File: src/rtl/ssr_pkg.sv
`timescale 1ns/1ps
package ssr_pkg;

    // control register fields, receive enable in bit 0
    typedef struct packed {
        logic idle_high;
        logic msb_first;
        logic master;
        logic stop_after;
        logic irq_en;
        logic rx_en;
    } ctrl_t;

    typedef enum logic [1:0] {
        ADR_DATA = 2'd0,
        ADR_STAT = 2'd1,
        ADR_CTRL = 2'd2,
        ADR_FMT  = 2'd3
    } reg_addr_e;

    localparam int unsigned CTRL_W  = $bits(ctrl_t);
    localparam int unsigned DIV_LSB = 8;

endpackage

File: src/rtl/ssr_clkgen.sv
`timescale 1ns/1ps
module ssr_clkgen #(
    parameter int unsigned DIV_W = 8
) (
    input  logic             clk,
    input  logic             rst_n,
    input  logic             run_i,
    input  logic [DIV_W-1:0] half_i,
    input  logic             idle_high_i,
    output logic             sck_o,
    output logic             trail_o
);
    typedef struct packed {
        logic [DIV_W-1:0] cnt;
        logic             phase;   // 1 while clock is away from idle
    } cg_t;

    cg_t  cg_q, cg_d;
    logic tick;

    always_comb begin
        cg_d = cg_q;
        tick = run_i && (cg_q.cnt == half_i);
        if (!run_i) begin
            cg_d = '0;
        end else if (tick) begin
            cg_d.cnt   = '0;
            cg_d.phase = ~cg_q.phase;
        end else begin
            cg_d.cnt = cg_q.cnt + DIV_W'(1);
        end
        trail_o = tick && cg_q.phase;
        sck_o   = cg_q.phase ^ idle_high_i;
    end

    always_ff @(posedge clk or negedge rst_n) begin
        if (!rst_n) cg_q <= '0;
        else        cg_q <= cg_d;
    end
endmodule

File: src/rtl/ssr_sync_edge.sv
`timescale 1ns/1ps
module ssr_sync_edge (
    input  logic clk,
    input  logic rst_n,
    input  logic sck_i,
    input  logic sdi_i,
    input  logic idle_high_i,
    output logic sdi_o,
    output logic trail_o
);
    typedef struct packed {
        logic sck_m;
        logic sck_s;
        logic sck_p;
        logic sdi_m;
        logic sdi_s;
    } sy_t;

    sy_t sy_q, sy_d;

    always_comb begin
        sy_d.sck_m = sck_i;
        sy_d.sck_s = sy_q.sck_m;
        sy_d.sck_p = sy_q.sck_s;
        sy_d.sdi_m = sdi_i;
        sy_d.sdi_s = sy_q.sdi_m;
        // edge back to the idle level is the sampling edge
        trail_o = (sy_q.sck_s != sy_q.sck_p) && (sy_q.sck_s == idle_high_i);
        sdi_o   = sy_q.sdi_s;
    end

    always_ff @(posedge clk or negedge rst_n) begin
        if (!rst_n) sy_q <= '0;
        else        sy_q <= sy_d;
    end
endmodule

File: src/rtl/ssr_shifter.sv
`timescale 1ns/1ps
module ssr_shifter #(
    parameter int unsigned MAX_LEN = 16,
    parameter int unsigned LEN_W   = 5
) (
    input  logic               clk,
    input  logic               rst_n,
    input  logic               clear_i,
    input  logic               sample_i,
    input  logic               bit_i,
    input  logic [LEN_W-1:0]   len_i,
    input  logic               msb_first_i,
    output logic               done_o,
    output logic [MAX_LEN-1:0] frame_o
);
    typedef struct packed {
        logic [LEN_W-1:0]   cnt;
        logic [MAX_LEN-1:0] sh;
    } sh_t;

    sh_t                sh_q, sh_d;
    logic [LEN_W-1:0]   last_idx;
    logic [LEN_W-1:0]   pos;
    logic [MAX_LEN-1:0] merged;

    always_comb begin
        sh_d     = sh_q;
        last_idx = len_i - LEN_W'(1);
        pos      = msb_first_i ? (last_idx - sh_q.cnt) : sh_q.cnt;
        merged   = (sh_q.cnt == '0) ? '0 : sh_q.sh;
        for (int i = 0; i < MAX_LEN; i++) begin
            if (pos == LEN_W'(i)) merged[i] = bit_i;
        end
        done_o  = sample_i && (sh_q.cnt >= last_idx);
        frame_o = merged;
        if (clear_i) begin
            sh_d.cnt = '0;
        end else if (sample_i) begin
            sh_d.sh  = merged;
            sh_d.cnt = done_o ? '0 : sh_q.cnt + LEN_W'(1);
        end
    end

    always_ff @(posedge clk or negedge rst_n) begin
        if (!rst_n) sh_q <= '0;
        else        sh_q <= sh_d;
    end
endmodule

File: src/rtl/ssr_rx_ctrl.sv
`timescale 1ns/1ps
module ssr_rx_ctrl
    import ssr_pkg::*;
#(
    parameter int unsigned MIN_LEN = 8,
    parameter int unsigned MAX_LEN = 16,
    parameter int unsigned DIV_W   = 8,
    parameter int unsigned REG_W   = 16
) (
    input  logic             clk,
    input  logic             rst_n,
    input  logic             reg_wr,
    input  logic             reg_rd,
    input  logic [1:0]       reg_addr,
    input  logic [REG_W-1:0] reg_wdata,
    output logic [REG_W-1:0] reg_rdata,
    input  logic             sck_in,
    input  logic             sdi,
    output logic             sck_out,
    output logic             sck_oe,
    output logic             rx_irq,
    output logic             ovr_irq
);
    localparam int unsigned LEN_W = $clog2(MAX_LEN + 1);

    typedef struct packed {
        ctrl_t              ctrl;
        logic [LEN_W-1:0]   len_f;
        logic [DIV_W-1:0]   half;
        logic [MAX_LEN-1:0] data;
        logic               ready;
        logic               ovr;
        logic               active;
        logic               halt;
    } st_t;

    st_t                s_q, s_d;
    logic [LEN_W-1:0]   eff_len;
    logic               data_rd;
    logic               mst_start;
    logic               sample;
    logic               shf_clear;
    logic               rx_bit;
    logic               frame_done;
    logic [MAX_LEN-1:0] frame_val;
    logic               m_trail;
    logic               s_trail;
    logic               s_sdi;
    logic               unused_wbits;

    assign unused_wbits = ^reg_wdata;

    ssr_clkgen #(.DIV_W(DIV_W)) clkgen_i (
        .clk        (clk),
        .rst_n      (rst_n),
        .run_i      (s_q.active),
        .half_i     (s_q.half),
        .idle_high_i(s_q.ctrl.idle_high),
        .sck_o      (sck_out),
        .trail_o    (m_trail)
    );

    ssr_sync_edge sync_i (
        .clk        (clk),
        .rst_n      (rst_n),
        .sck_i      (sck_in),
        .sdi_i      (sdi),
        .idle_high_i(s_q.ctrl.idle_high),
        .sdi_o      (s_sdi),
        .trail_o    (s_trail)
    );

    ssr_shifter #(.MAX_LEN(MAX_LEN), .LEN_W(LEN_W)) shifter_i (
        .clk        (clk),
        .rst_n      (rst_n),
        .clear_i    (shf_clear),
        .sample_i   (sample),
        .bit_i      (rx_bit),
        .len_i      (eff_len),
        .msb_first_i(s_q.ctrl.msb_first),
        .done_o     (frame_done),
        .frame_o    (frame_val)
    );

    always_comb begin
        if (s_q.len_f < LEN_W'(MIN_LEN))      eff_len = LEN_W'(MIN_LEN);
        else if (s_q.len_f > LEN_W'(MAX_LEN)) eff_len = LEN_W'(MAX_LEN);
        else                                  eff_len = s_q.len_f;

        data_rd   = reg_rd && (reg_addr_e'(reg_addr) == ADR_DATA);
        mst_start = s_q.ctrl.master && s_q.ctrl.rx_en && !s_q.ovr
                    && !s_q.halt && !s_q.active && data_rd;
        if (s_q.ctrl.master) begin
            sample    = s_q.active && m_trail;
            shf_clear = !s_q.active;
            rx_bit    = sdi;
        end else begin
            sample    = s_q.ctrl.rx_en && !s_q.ovr && s_trail;
            shf_clear = !s_q.ctrl.rx_en || s_q.ovr;
            rx_bit    = s_sdi;
        end

        s_d = s_q;
        if (reg_wr) begin
            case (reg_addr_e'(reg_addr))
                ADR_STAT: if (!reg_wdata[1]) s_d.ovr = 1'b0;
                ADR_CTRL: s_d.ctrl = ctrl_t'(reg_wdata[CTRL_W-1:0]);
                ADR_FMT: begin
                    s_d.len_f = reg_wdata[LEN_W-1:0];
                    s_d.half  = reg_wdata[DIV_LSB +: DIV_W];
                end
                default: ;
            endcase
        end
        if (data_rd) s_d.ready = 1'b0;
        if (frame_done) begin
            if (s_q.ready && !data_rd) begin
                s_d.ovr = 1'b1;
            end else begin
                s_d.data  = frame_val;
                s_d.ready = 1'b1;
            end
        end

        if (!s_q.ctrl.master)                     s_d.active = 1'b0;
        else if (mst_start)                       s_d.active = 1'b1;
        else if (frame_done)                      s_d.active = 1'b0;

        if (frame_done && s_q.ctrl.master && s_q.ctrl.stop_after)
            s_d.halt = 1'b1;
        else if (!s_q.ctrl.rx_en && !s_q.ctrl.stop_after)
            s_d.halt = 1'b0;

        reg_rdata = '0;
        case (reg_addr_e'(reg_addr))
            ADR_DATA: reg_rdata[MAX_LEN-1:0] = s_q.data;
            ADR_STAT: reg_rdata[1:0] = {s_q.ovr, s_q.ready};
            ADR_CTRL: reg_rdata[CTRL_W-1:0] = s_q.ctrl;
            ADR_FMT: begin
                reg_rdata[LEN_W-1:0]         = s_q.len_f;
                reg_rdata[DIV_LSB +: DIV_W] = s_q.half;
            end
            default: ;
        endcase
        sck_oe  = s_q.ctrl.master;
        rx_irq  = s_q.ready && s_q.ctrl.irq_en;
        ovr_irq = s_q.ovr && s_q.ctrl.irq_en;
    end

    always_ff @(posedge clk or negedge rst_n) begin
        if (!rst_n) s_q <= '0;
        else        s_q <= s_d;
    end


    rd_clears_ready_chk: assert property (@(posedge clk) disable iff (!rst_n)
        (data_rd && !frame_done) |=> !s_q.ready);


    ovr_keeps_data_chk: assert property (@(posedge clk) disable iff (!rst_n)
        $rose(s_q.ovr) |-> $stable(s_q.data));


    ovr_blocks_rx_chk: assert property (@(posedge clk) disable iff (!rst_n)
        (s_q.ovr && !s_q.active) |=> !frame_done);


    halt_no_clock_chk: assert property (@(posedge clk) disable iff (!rst_n)
        s_q.halt |=> !s_q.active);


    idle_level_chk: assert property (@(posedge clk) disable iff (!rst_n)
        !s_q.active |-> (sck_out == s_q.ctrl.idle_high));
endmodule

File: config.mk
export PLATFORM = sky130hd
export DESIGN_NAME = ssr_rx_ctrl
export DESIGN_NICKNAME = d
export VERILOG_FILES = /design/src/rtl/ssr_pkg.sv /design/src/rtl/ssr_clkgen.sv /design/src/rtl/ssr_sync_edge.sv /design/src/rtl/ssr_shifter.sv /design/src/rtl/ssr_rx_ctrl.sv
export SDC_FILE = /design/constraint.sdc
export NUM_CORES = 1
export LEC_CHECK = 0
export BUFFER_PORTS_ARGS = -buffer_cell sky130_fd_sc_hd__clkbuf_2
export CAP_MARGIN = 20
export CORE_ASPECT_RATIO = 0.9
export CORE_UTILIZATION = 40
export CTS_CLUSTER_SIZE = 14
export DETAILED_ROUTE_END_ITERATION = 8
export SLEW_MARGIN = 15
export SYNTH_ARGS = -nofsm -noshare
export SYNTH_HDL_FRONTEND = slang
export SYNTH_SLANG_ARGS = --single-unit
File: constraint.sdc
create_clock -name clk -period 7.45 [get_ports clk]
set_clock_uncertainty 0.1 [all_clocks]
set_input_delay 1.49 -clock clk [delete_from_list [all_inputs] [get_ports clk]]
set_output_delay 1.49 -clock clk [all_outputs]
set_load 0.03 [all_outputs]
==> results.md, run 1 <==
- Worst Path Required: 5860 ps
- Fraction of the mapped netlist area in simple logic gates: 13.4%
- Total Routing Usage GR: 18.9%
- Critical path type: input pin to output pin
- Worst ir drop on vdd: 0.184 mV
- Core Footprint: 0.00987 mm2
- Startpoint types: input pin
- Setup crit end kind: output pin
- R2r startpoint: s_q[31]$_DFFE_PN0P_
- Worst-path fanout max: 15
- Placer congestion estimate: 0.877
- Endpoints failing hold: 0
- Post-synthesis adder-cell area fraction: 5.02%
- Worst Hold Slack: 250 ps
- Leakage: 2.19 nW
- CTS Sinks: 74
- Fmax: 0.225 GHz
- Port Buffer Count: 41
- Syn nets: 455
- Global-route wire length before repair: 15500 um
- Xor and xnor area share after synthesis: 4.87%
- Row count: 34
- HPWL after DPL: 6560 um
- DR WL/cell: 16.1 um
- Cells after Synth: 415
- Mux contribution to synthesized area: 14.6%
- Total CTS buffers: 9
- Outcome: finished clean
- Area Overhead vs Synth: 14.0%
- Ant. Diodes: 0
- Kind of cell adding the most delay to the critical path: adder cells
- HP Start: sync_i.sy_d[0]$_DFF_PN0_
- Via count: 3122
- Number of synthesized flops with an enable pin: 0
- Vias in the first global route: 3087
- Synth Area in Compound Gates: 12.5%
- CTS Hold Buffers Added: 0
- Synth warnings: 0
- Die area: 0.0108 mm2
- Max H-tree Level: 3
- Max-slew headroom: 32.5%
- Crit. Startpoint: reg_addr[1]
- Root Buffer: clkbuf_16
- Die width: 109 um
- Largest family of logic cells by synthesized area: multiplexers
- Vias per Instance: 5.37
- Share of cells above drive strength 1: 21.3%
- Ys flop type: dfrtp_1
- RSZ-0062 raised after global routing: no
- Post-synthesis cell area: 0.00414 mm2
- Syn avg cell area: 9.97 um2
- Drt pass-1 iters: 6
- #FFs+latches synth: 74
- Top-Level Pins: 44
- Final period util: 59.8%
- Clk pin slew, worst setup/hold paths: 60 ps
- DRC: 0
- Antenna-violating nets left: 0
- Min cycle time layout: 4450 ps
- Initial antenna violation count: 0
- Slowest CP cell: ha_1
- CP arrival: 2860 ps
- Post-cts resize count: 0
- Remaining Overflow, GRT: 0
- Initial Util: 41.9%
- Most frequent cells in the layout: dfrtp_1, nand2_1, clkbuf_2, inv_1
- WL final: 9370 um
- Worst hold path class: flop to flop
- Most common cell type on the critical path: clkbuf_2
- Sequential cell area fraction in the yosys report: 44.7%
- CTS tree: yes
- Commonest non-fill, non-tap cell in the layout: dfrtp_1
- Slowest Stage Delay on Critical Path: 570 ps
- PD cells: 266 mW/mm2
- Worst skew pair latency: 340 ps
- Setup TNS: 0 ps
- Post-CTS setup buffer count: 0
- Async S/R FF share, synth: 100%
- Nets: 490
- Max Buffers Root-to-Sink: 2
- Final Max Slew Viols: 0
- CP bufs+invs: 3
- Yosys cell types: 43
- Largest net degree at the start of global routing: 75
- Number of DRC markers in iteration 0: 179
- Die height: 98.5 um
- Max-cap violations: 0
- Worst slew pin tran: 993 ps
- CP cell instances: clkbuf_2, inv_1, ha_1, a22oi_1, nor2_1, clkbuf_2
- Final Setup Violations: 0
[kinds of logic (layout without fill, tap and decap cells)]
group / count (synthesis) / in the layout
buffers and inverters: 47 / 87
adder cells (fa/ha/maj): 16 / 16
flip-flops: 74 / 74
XOR/XNOR: 23 / 23
AO/OA/AOI/OAI: 78 / 78
multiplexers: 53 / 53
AND/OR/NAND/NOR: 124 / 124
[cell type report]
| class | instances | area (um2) |
|---|---|---|
| multi-input combinational | 294 | 2090 |
| fill | 944 | 5150 |
| timing repair buffer | 43 | 223 |
| clock buffer | 11 | 253 |
| tap | 126 | 158 |
| sequential | 74 | 1850 |
| clock inverter | 5 | 37.5 |
| inverter | 28 | 105 |
[through the flow]
stage / instances / instance area [um2] / setup slack [ps] / total power [W] / util [%]
2_1_floorplan: 415 / 4140 / 3230 / 0.000751 / -
3_3_place_gp: 565 / 4430 / 3060 / 0.000829 / 44.9
3_5_place_dp: 565 / 4430 / 3010 / 0.000842 / 44.9
4_1_cts: 581 / 4720 / 3010 / 0.00126 / 47.8
5_1_grt: 581 / 4720 / 2900 / 0.00132 / 47.8
6_report: 581 / 4720 / 3000 / 0.00126 / 47.8
[cell usage after synthesis, drive strengths merged (4+ instances only)]
cell type,count,area (um2)
mux2,35,424
o22ai,16,100
mux2i,18,180
ha,15,188
xnor2,7,61.3
nand2b,6,37.5
o21ai,14,70.1
xor2,16,140
nand2,53,199
nor2,27,101
nor2b,5,31.3
buf,4,38.8
and2,5,31.3
a222oi,5,50.1
a22oi,8,60.1
nand3,16,80.1
clkbuf,15,56.3
dfrtp,74,1850
a21oi,20,111
o32ai,4,35.0
inv,28,105
[where the power goes]
part           total, W  leakage (nW)  switching [W]  internal [W]
clock network  0.000421         0.138       0.000176      0.000245
logic          0.000309          1.08       0.000185      0.000124
registers      0.000526         0.972      0.0000561      0.000470
[layer usage]
| layer | vias up | track usage [%] | share of wire (%) | routed length (um) |
|---|---|---|---|---|
| li1 | 1514 | - | - | - |
| met3 | 9 | 4.63 | 4.4 | 410 |
| met4 | 0 | 6.36 | 1.4 | 129 |
| met5 | - | 0 | 0 | 0 |
| met2 | 80 | 28.3 | 44 | 4110 |
| met1 | 1519 | 26.6 | 50 | 4710 |
[worst register-to-register path: cells and delay by family, from the launching register on]
| family | cells | cell delay [ps] |
|---|---|---|
| xor gates and xnor gates | 1 | 130 |
| muxes | 1 | 410 |
| adders and majority gates | 2 | 600 |
| AOI/OAI and AO/OA | 3 | 820 |
| DFF | 1 | 410 |
| and+or+nand+nor | 5 | 940 |
[final timing paths]
check | depth (start not counted) | endpoint | slack, ps
worst max-delay path | 6 | reg_rdata[8] | 3000
max in group asynchronous | 1 | s_q[8]$_DFFE_PN0P_ | 5440
min in group asynchronous | 1 | sck_oe$_DFFE_PN0P_ | 1190
worst min register to register | 0 | sync_i.sdi_o$_DFF_PN0_ | 250
worst min-delay path | 0 | sync_i.sdi_o$_DFF_PN0_ | 250
worst max register to register | 12 | s_q[8]$_DFFE_PN0P_ | 3940
[sequential cells by signal (all words and copies together), names as in the netlist]
name            cells
sck_oe              1
sync_i.sdi_o        1
shifter_i.sh_q     21
clkgen_i.cg_q       9
sync_i.sy_q         1
sync_i.sy_d         3
s_q                38
Note: power is estimated with default switching activity, not from simulation.
==> run 2, diff against run 1 <==
--- a/config.mk
+++ b/config.mk
@@ -5,6 +5,7 @@
 export SDC_FILE = /design/constraint.sdc
 export NUM_CORES = 1
 export LEC_CHECK = 0
+export ABC_AREA = 1
 export BUFFER_PORTS_ARGS = -buffer_cell sky130_fd_sc_hd__clkbuf_2
 export CAP_MARGIN = 20
 export CORE_ASPECT_RATIO = 0.9
==> constraint.sdc (replaced) <==
create_clock -name clk -period 4.7 [get_ports clk]
set_clock_uncertainty 0.1 [all_clocks]
set_input_delay 0.94 -clock clk [delete_from_list [all_inputs] [get_ports clk]]
set_output_delay 0.94 -clock clk [all_outputs]
set_load 0.03 [all_outputs]
==> results.md, run 2 <==
- Combined area of the multi-input logic cells: 0.00201 mm2 (-3.7%)
- Antenna-violating nets left: 0 (unchanged)
- CTS Sinks: 74 (unchanged)
- Worst skew pair latency: 340 ps (about the same)
- Total CTS buffers: 9 (unchanged)
- PD cells: 439 mW/mm2 (+65%)
- WHS Path Cells: 0 (unchanged)
- Core Footprint: 0.0103 mm2 (+4.3%)
- Via count: 3720 (+19%)
- Top-Level Pins: 44 (unchanged)
- Top-area cell type share of the netlist area: 43.6% (-1.1 points)
- Synth area leaders: dfrtp_1, nand2_1, inv_1
- #FFs+latches synth: 74 (unchanged)
- Max Buffers Root-to-Sink: 2 (unchanged)
- DRC: 0 (unchanged)
- Vias per Instance: 4.80 (-11%)
- Syn avg cell area: 7.05 um2 (-29%)
- Largest net degree at the start of global routing: 75 (unchanged)
- Post-CTS setup buffer count: 0 (unchanged)
- Number of synthesized flops with an enable pin: 0 (unchanged)
- Nets: 682 (+39%)
- Clk pin slew, worst setup/hold paths: 60 ps (about the same)
- Global-route wire length before repair: 16900 um (+8.7%)
- Outcome: finished clean
- Commonest non-fill, non-tap cell in the layout: nand2_1
- Fmax: 0.298 GHz
- Yosys cell types: 28 (-35%)
- CP arrival: 2320 ps (-540 ps)
- Final Setup Violations: 0 (unchanged)
- HP Start: sync_i.sy_d[3]$_DFF_PN0_
- Most common cell in the netlist: nand2_1
- RSZ-0062 raised after global routing: no
- Critical path type: input pin to output pin
- Root Buffer: clkbuf_16
- Post-cts resize count: 0 (unchanged)
- Initial antenna violation count: 0 (unchanged)
- Remaining Overflow, GRT: 0 (unchanged)
- Die width: 111 um (+1.2%)
- R2r worst-path depth: 12 (unchanged)
- Max H-tree Level: 3 (unchanged)
- Synth warnings: 0 (unchanged)
- Worst ir drop on vdd: 0.251 mV (+36%)
- Post-synth top area cell: dfrtp_1
- DR WL/cell: 12.6 um (-22%)
- Total Routing Usage GR: 19.1% (+0.20 points)
- HPWL after DPL: 7160 um (+9.2%)
- Number of DRC markers in iteration 0: 165 (-7.8%)
- Drt pass-1 iters: 4 (-2)
- Sequential cell area fraction in the yosys report: 43.6% (-1.1 points)
- Worst r2r dst: s_q[11]$_DFFE_PN0P_
- Storage cell area: 0.00185 mm2 (unchanged)
- Worst-path fanout max: 14 (-1)
- Post-Layout Cell Count: 775 (+33%)
- Leakage: 2.61 nW (+19%)
- Number of placed instances, taps included: 759 (+34%)
- Post-synth top cells: nand2_1, inv_1, dfrtp_1
- Worst hold path class: flop to flop
- Ant. Diodes: 0 (unchanged)
- Syn nets: 642 (+41%)
- Setup crit end kind: output pin
- Setup TNS: 0 ps (unchanged)
- Startpoint types: input pin
- WL final: 9800 um (+4.6%)
- Area Overhead vs Synth: 14.6%
- Max-slew headroom: 36.7% (+4.2 points)
- CTS tree: yes
- Final Max Slew Viols: 0 (unchanged)
- Port Buffer Count: 41 (unchanged)
- Worst Path Required: 3660 ps (-2200 ps)
- Cells after Synth: 602 (+45%)
- Vias in the first global route: 3584 (+16%)
- Top reg by flops: s_q
- Min cycle time layout: 3360 ps
- R2r startpoint: s_q[32]$_DFFE_PN0P_
- Placer congestion estimate: 0.864 (-1.4%)
- Max-cap violations: 0 (unchanged)
- Total power: 0.00214 W (+70%)
- Post-synthesis cell area: 0.00424 mm2 (+2.5%)
- Row count: 35 (+2.9%)
- Die area: 0.0110 mm2 (+2.5%)
- Ys flop type: dfrtp_1
- Final period util: 71.4%
- Endpoints failing hold: 0 (unchanged)
- Initial Util: 41.2% (-0.71 points)
- Layout fillers: 1064 (+13%)
- Largest register FFs: 38 (unchanged)
- Largest registers: s_q: 38 flops, shifter_i.sh_q: 21 flops, clkgen_i.cg_q: 9 flops
- Die height: 99.7 um (+1.2%)
- WHS Endpoint: sync_i.sy_d[2]$_DFF_PN0_
- Setup slack, reg-to-reg: 1760 ps (-2180 ps)
- Share of cells above drive strength 1: 10.5% (-11 points)
- Async S/R FF share, synth: 100% (unchanged)
- CTS Hold Buffers Added: 0 (unchanged)
- Most frequent cells in the layout: nand2_1, inv_1, dfrtp_1, nor2_1
- Worst slew pin tran: 949 ps (-43.5 ps)
run 2: how the worst max path moves through the flow:
stage          slack, ps           end   startpoint
2_1_floorplan       1520  reg_rdata[0]  reg_addr[0]
5_1_grt             1220  reg_rdata[1]  reg_addr[0]
4_1_cts             1360  reg_rdata[1]  reg_addr[0]
6_report            1340  reg_rdata[1]  reg_addr[0]
3_5_place_dp        1350  reg_rdata[1]  reg_addr[0]
3_3_place_gp        1360  reg_rdata[1]  reg_addr[0]
run 2: stage by stage:
step	hold slack [ps]	worst slack (ps)	util, %	cell area [um2]
after floorplan	231	1520	-	4240
after global placement	237	1360	44.2	4550
after detailed placement	241	1350	44.2	4550
after CTS	254	1360	47.2	4850
after global routing	264	1220	47.2	4860
final	252	1340	47.2	4860
run 2: report_power, final:
group / switching [W] / internal, W
clock: 0.000269 / 0.000437
combinational: 0.000370 / 0.000178
sequential: 0.0000995 / 0.000782
run 2: worst max-delay path, stage by stage:
cell and delay (ps):
clkbuf_2 130, ha_1 510, a22o_1 230, a21oi_1 40, o21ai_0 210, clkbuf_2 250
run 2: layer usage:
layer / wire length, um / part of all wire, % / GRT usage [%]
met1: 5040 / 51 / 26.4
met2: 4310 / 44 / 30.0
met3: 334 / 3.4 / 4.14
met4: 112 / 1.1 / 5.85
met5: 0 / 0 / 0
run 2: area by class of cell:
| type | instances | share of cell area (%) |
|---|---|---|
| sequential | 74 | 38.1 |
| tap | 129 | 3.32 |
| clock inverter | 4 | 1.06 |
| timing repair buffer | 42 | 4.43 |
| multi-input combinational | 431 | 41.4 |
| clock buffer | 11 | 5.20 |
| inverter | 84 | 6.49 |
run 2: cell families after synthesis:
group | after synthesis | synth area share [%]
buffers and inverters | 97 | 8.91
and+or+nand+nor | 333 | 32.1
DFF | 74 | 43.6
xor gates and xnor gates | 6 | 1.24
AOI/OAI and AO/OA | 76 | 9.23
adders and majority gates | 16 | 4.90
==> run 3, diff against run 2 <==
==> constraint.sdc (replaced) <==
create_clock -name clk -period 2.7 [get_ports clk]
set_clock_uncertainty 0.1 [all_clocks]
set_input_delay 0.54 -clock clk [delete_from_list [all_inputs] [get_ports clk]]
set_output_delay 0.54 -clock clk [all_outputs]
set_load 0.03 [all_outputs]
==> results.md, run 3 (synthesis gave the netlist of run 2 again) <==
- Endpoints failing hold: 0 (unchanged)
- Worst hold path class: input pin to asynchronous set/reset pin
- Leakage: 2.72 nW (+4.1%)
- Total Routing Usage GR: 20.1% (+0.96 points)
- Via count: 3945 (+6.0%)
- Slowest Stage Delay on Critical Path: 380 ps (-130 ps)
- Top reg by flops: s_q
- Root Buffer: clkbuf_16
- Flop pwr share: 39.3% (-2.0 points)
- Max-slew headroom: 42.7% (+6.0 points)
- WL final: 10400 um (+6.6%)
- Clk pin slew, worst setup/hold paths: 60 ps (about the same)
- Sw Share: 35.4% (+0.87 points)
- Setup WS pre-CTS: -67.6 ps (-1420 ps)
- DRC: 0 (unchanged)
- Initial antenna violation count: 0 (unchanged)
- Number of placed instances, taps included: 771 (+1.6%)
- Area Overhead vs Synth: 23.6%
- Max H-tree Level: 3 (unchanged)
- CP cell instances: inv_2, nand3_4, ha_4, xnor2_2, ha_4, or2_1, nand3_2, a21oi_1, o21ai_1, buf_4, nand2_8, buf_4, o21ai_0
- Drt pass-1 iters: 4 (unchanged)
- Most frequent cells in the layout: nand2_1, inv_1, dfrtp_1, nor2_1, clkbuf_2
- Final period util: 97.3%
- DR WL/cell: 13.2 um (+4.4%)
- Row count: 35 (unchanged)
- CTS tree: yes
- Initial Util: 41.2% (unchanged)
- Top-Level Pins: 44 (unchanged)
- Worst slew pin tran: 857 ps (-92.6 ps)
- Largest net degree at the start of global routing: 46 (-39%)
- Final Setup Violations: 0 (unchanged)
- Antenna-violating nets left: 0 (unchanged)
- Global-route wire length before repair: 17700 um (+4.8%)
- Vias per Instance: 4.99 (+3.9%)
- Vias in the first global route: 3771 (+5.2%)
- Largest registers: s_q: 38 flops, shifter_i.sh_q: 21 flops, clkgen_i.cg_q: 9 flops
- Max Buffers Root-to-Sink: 2 (unchanged)
- PD cells: 749 mW/mm2 (+71%)
- Startpoint types: flop
- Combinational Power Share: 29.4% (+3.8 points)
- Util after Layout: 50.9% (+3.7 points)
- Port Buffer Count: 41 (unchanged)
- Ant. Diodes: 0 (unchanged)
- HPWL after DPL: 7530 um (+5.2%)
- Final WS setup: 74.0 ps (-1270 ps)
- Total CTS buffers: 9 (unchanged)
- Storage cell area: 0.00185 mm2 (about the same)
- Fmax: 0.381 GHz
- Die height: 99.7 um (unchanged)
- Setup crit end kind: flop
- CTS Sinks: 74 (unchanged)
- Clock power frac: 31.3% (-1.8 points)
- Worst ir drop on vdd: 0.465 mV (+85%)
- Combined area of the multi-input logic cells: 0.00227 mm2 (+13%)
- Total power: 0.00393 W (+84%)
- Final Max Slew Viols: 0 (unchanged)
- Min cycle time layout: 2630 ps
- R2r worst-path depth: 13 (+1)
- Die width: 111 um (unchanged)
- Outcome: finished clean
- Max-cap violations: 0 (unchanged)
- CTS Hold Buffers Added: 0 (unchanged)
- Post-Layout Cell Count: 791 (+2.1%)
- Worst Path Required: 2850 ps (-810 ps)
- Worst-path fanout max: 8 (-6)
- Commonest non-fill, non-tap cell in the layout: nand2_1
- Core Footprint: 0.0103 mm2 (unchanged)
- Critical path type: flop to flop
- Internal cell power: 0.00254 W (+82%)
- Worst skew pair latency: 340 ps (about the same)
- Remaining Overflow, GRT: 0 (unchanged)
- CP arrival: 2770 ps (+450 ps)
- Die area: 0.0110 mm2 (unchanged)
- Placer congestion estimate: 0.882 (+2.1%)
- Slowest CP cell: dfrtp_1
- Share of cells above drive strength 1: 18.1% (+7.6 points)
- Number of DRC markers in iteration 0: 159 (-3.6%)
- Largest register FFs: 38 (unchanged)
- Layout fillers: 1012 (-4.9%)
- Psw: 0.00139 W (+89%)
- Nets: 697 (+2.2%)
==> run 3: changes by cell type in the layout (fill, tap and decap cells not counted), sizes merged <==
cell / delta
clkinv: -1
clkbuf: +1
clkinvlp: +1
nor2: +1
buf: +14
==> run 3: layout make-up <==
cell class	instances	share of cell area (%)
timing repair buffer	56	6.35
tap	129	3.08
clock inverter	4	0.955
multi-input combinational	432	43.4
inverter	84	6.01
clock buffer	12	4.89
sequential	74	35.3
==> run 3: worst max-delay path, delay by kind of cell, from the launching register on <==
| kind | cells | cell delay (ps) |
|---|---|---|
| compound gates | 3 | 430 |
| xor+xnor | 1 | 180 |
| fa+ha+maj | 2 | 420 |
| buf+inv | 3 | 470 |
| flops | 1 | 380 |
| simple gates | 4 | 540 |
==> run 3: repair_timing <==
action | in CTS | in global routing
pin swaps | 2 | 14
endpoints found under the setup margin | 31 | 39
gates resized for setup | 13 | 48
buffers inserted | 0 | 3
cloned | 1 | 0
==> run 3: per-stage QoR <==
step	hold slack (ps)	setup TNS [ps]	area, um2
finish	23.6	0	5240
global route	40.3	-1230	5240
CTS	32.8	0	5020
detailed placement	238	-945	4650
global placement	237	-366	4650
floorplan	144	0	4240
==> run 3: worst paths after layout <==
check / start / endpoint / slack (ps)
max: s_q[32]$_DFFE_PN0P_ / s_q[0]$_DFFE_PN0P_ / 70
min: rst_n / clkgen_i.cg_q[5]$_DFF_PN0_ / 20
max reg2reg: s_q[32]$_DFFE_PN0P_ / s_q[0]$_DFFE_PN0P_ / 70
min reg2reg: sync_i.sy_d[3]$_DFF_PN0_ / sync_i.sy_d[2]$_DFF_PN0_ / 250
max in group asynchronous: rst_n / shifter_i.sh_q[2]$_DFFE_PN0P_ / 1900
min in group clk: sck_in / sync_i.sy_d[3]$_DFF_PN0_ / 210
==> run 3: power by group through the flow <==
stage / registers [W] / clock network [W] / logic, W
global placement: 0.00154 / 0 / 0.000977
global route: 0.00158 / 0.00131 / 0.00130
CTS: 0.00153 / 0.00125 / 0.00104
floorplan: 0.00150 / 0 / 0.000724
detailed placement: 0.00155 / 0 / 0.000996
finish: 0.00155 / 0.00123 / 0.00116
==> run 3: per-layer routing <==
layer	vias up	track usage [%]	routed length, um
li1	1984	-	-
met1	1882	27.4	5230
met2	63	31.4	4660
met3	16	5.36	354
met4	0	5.54	199
met5	-	0	0
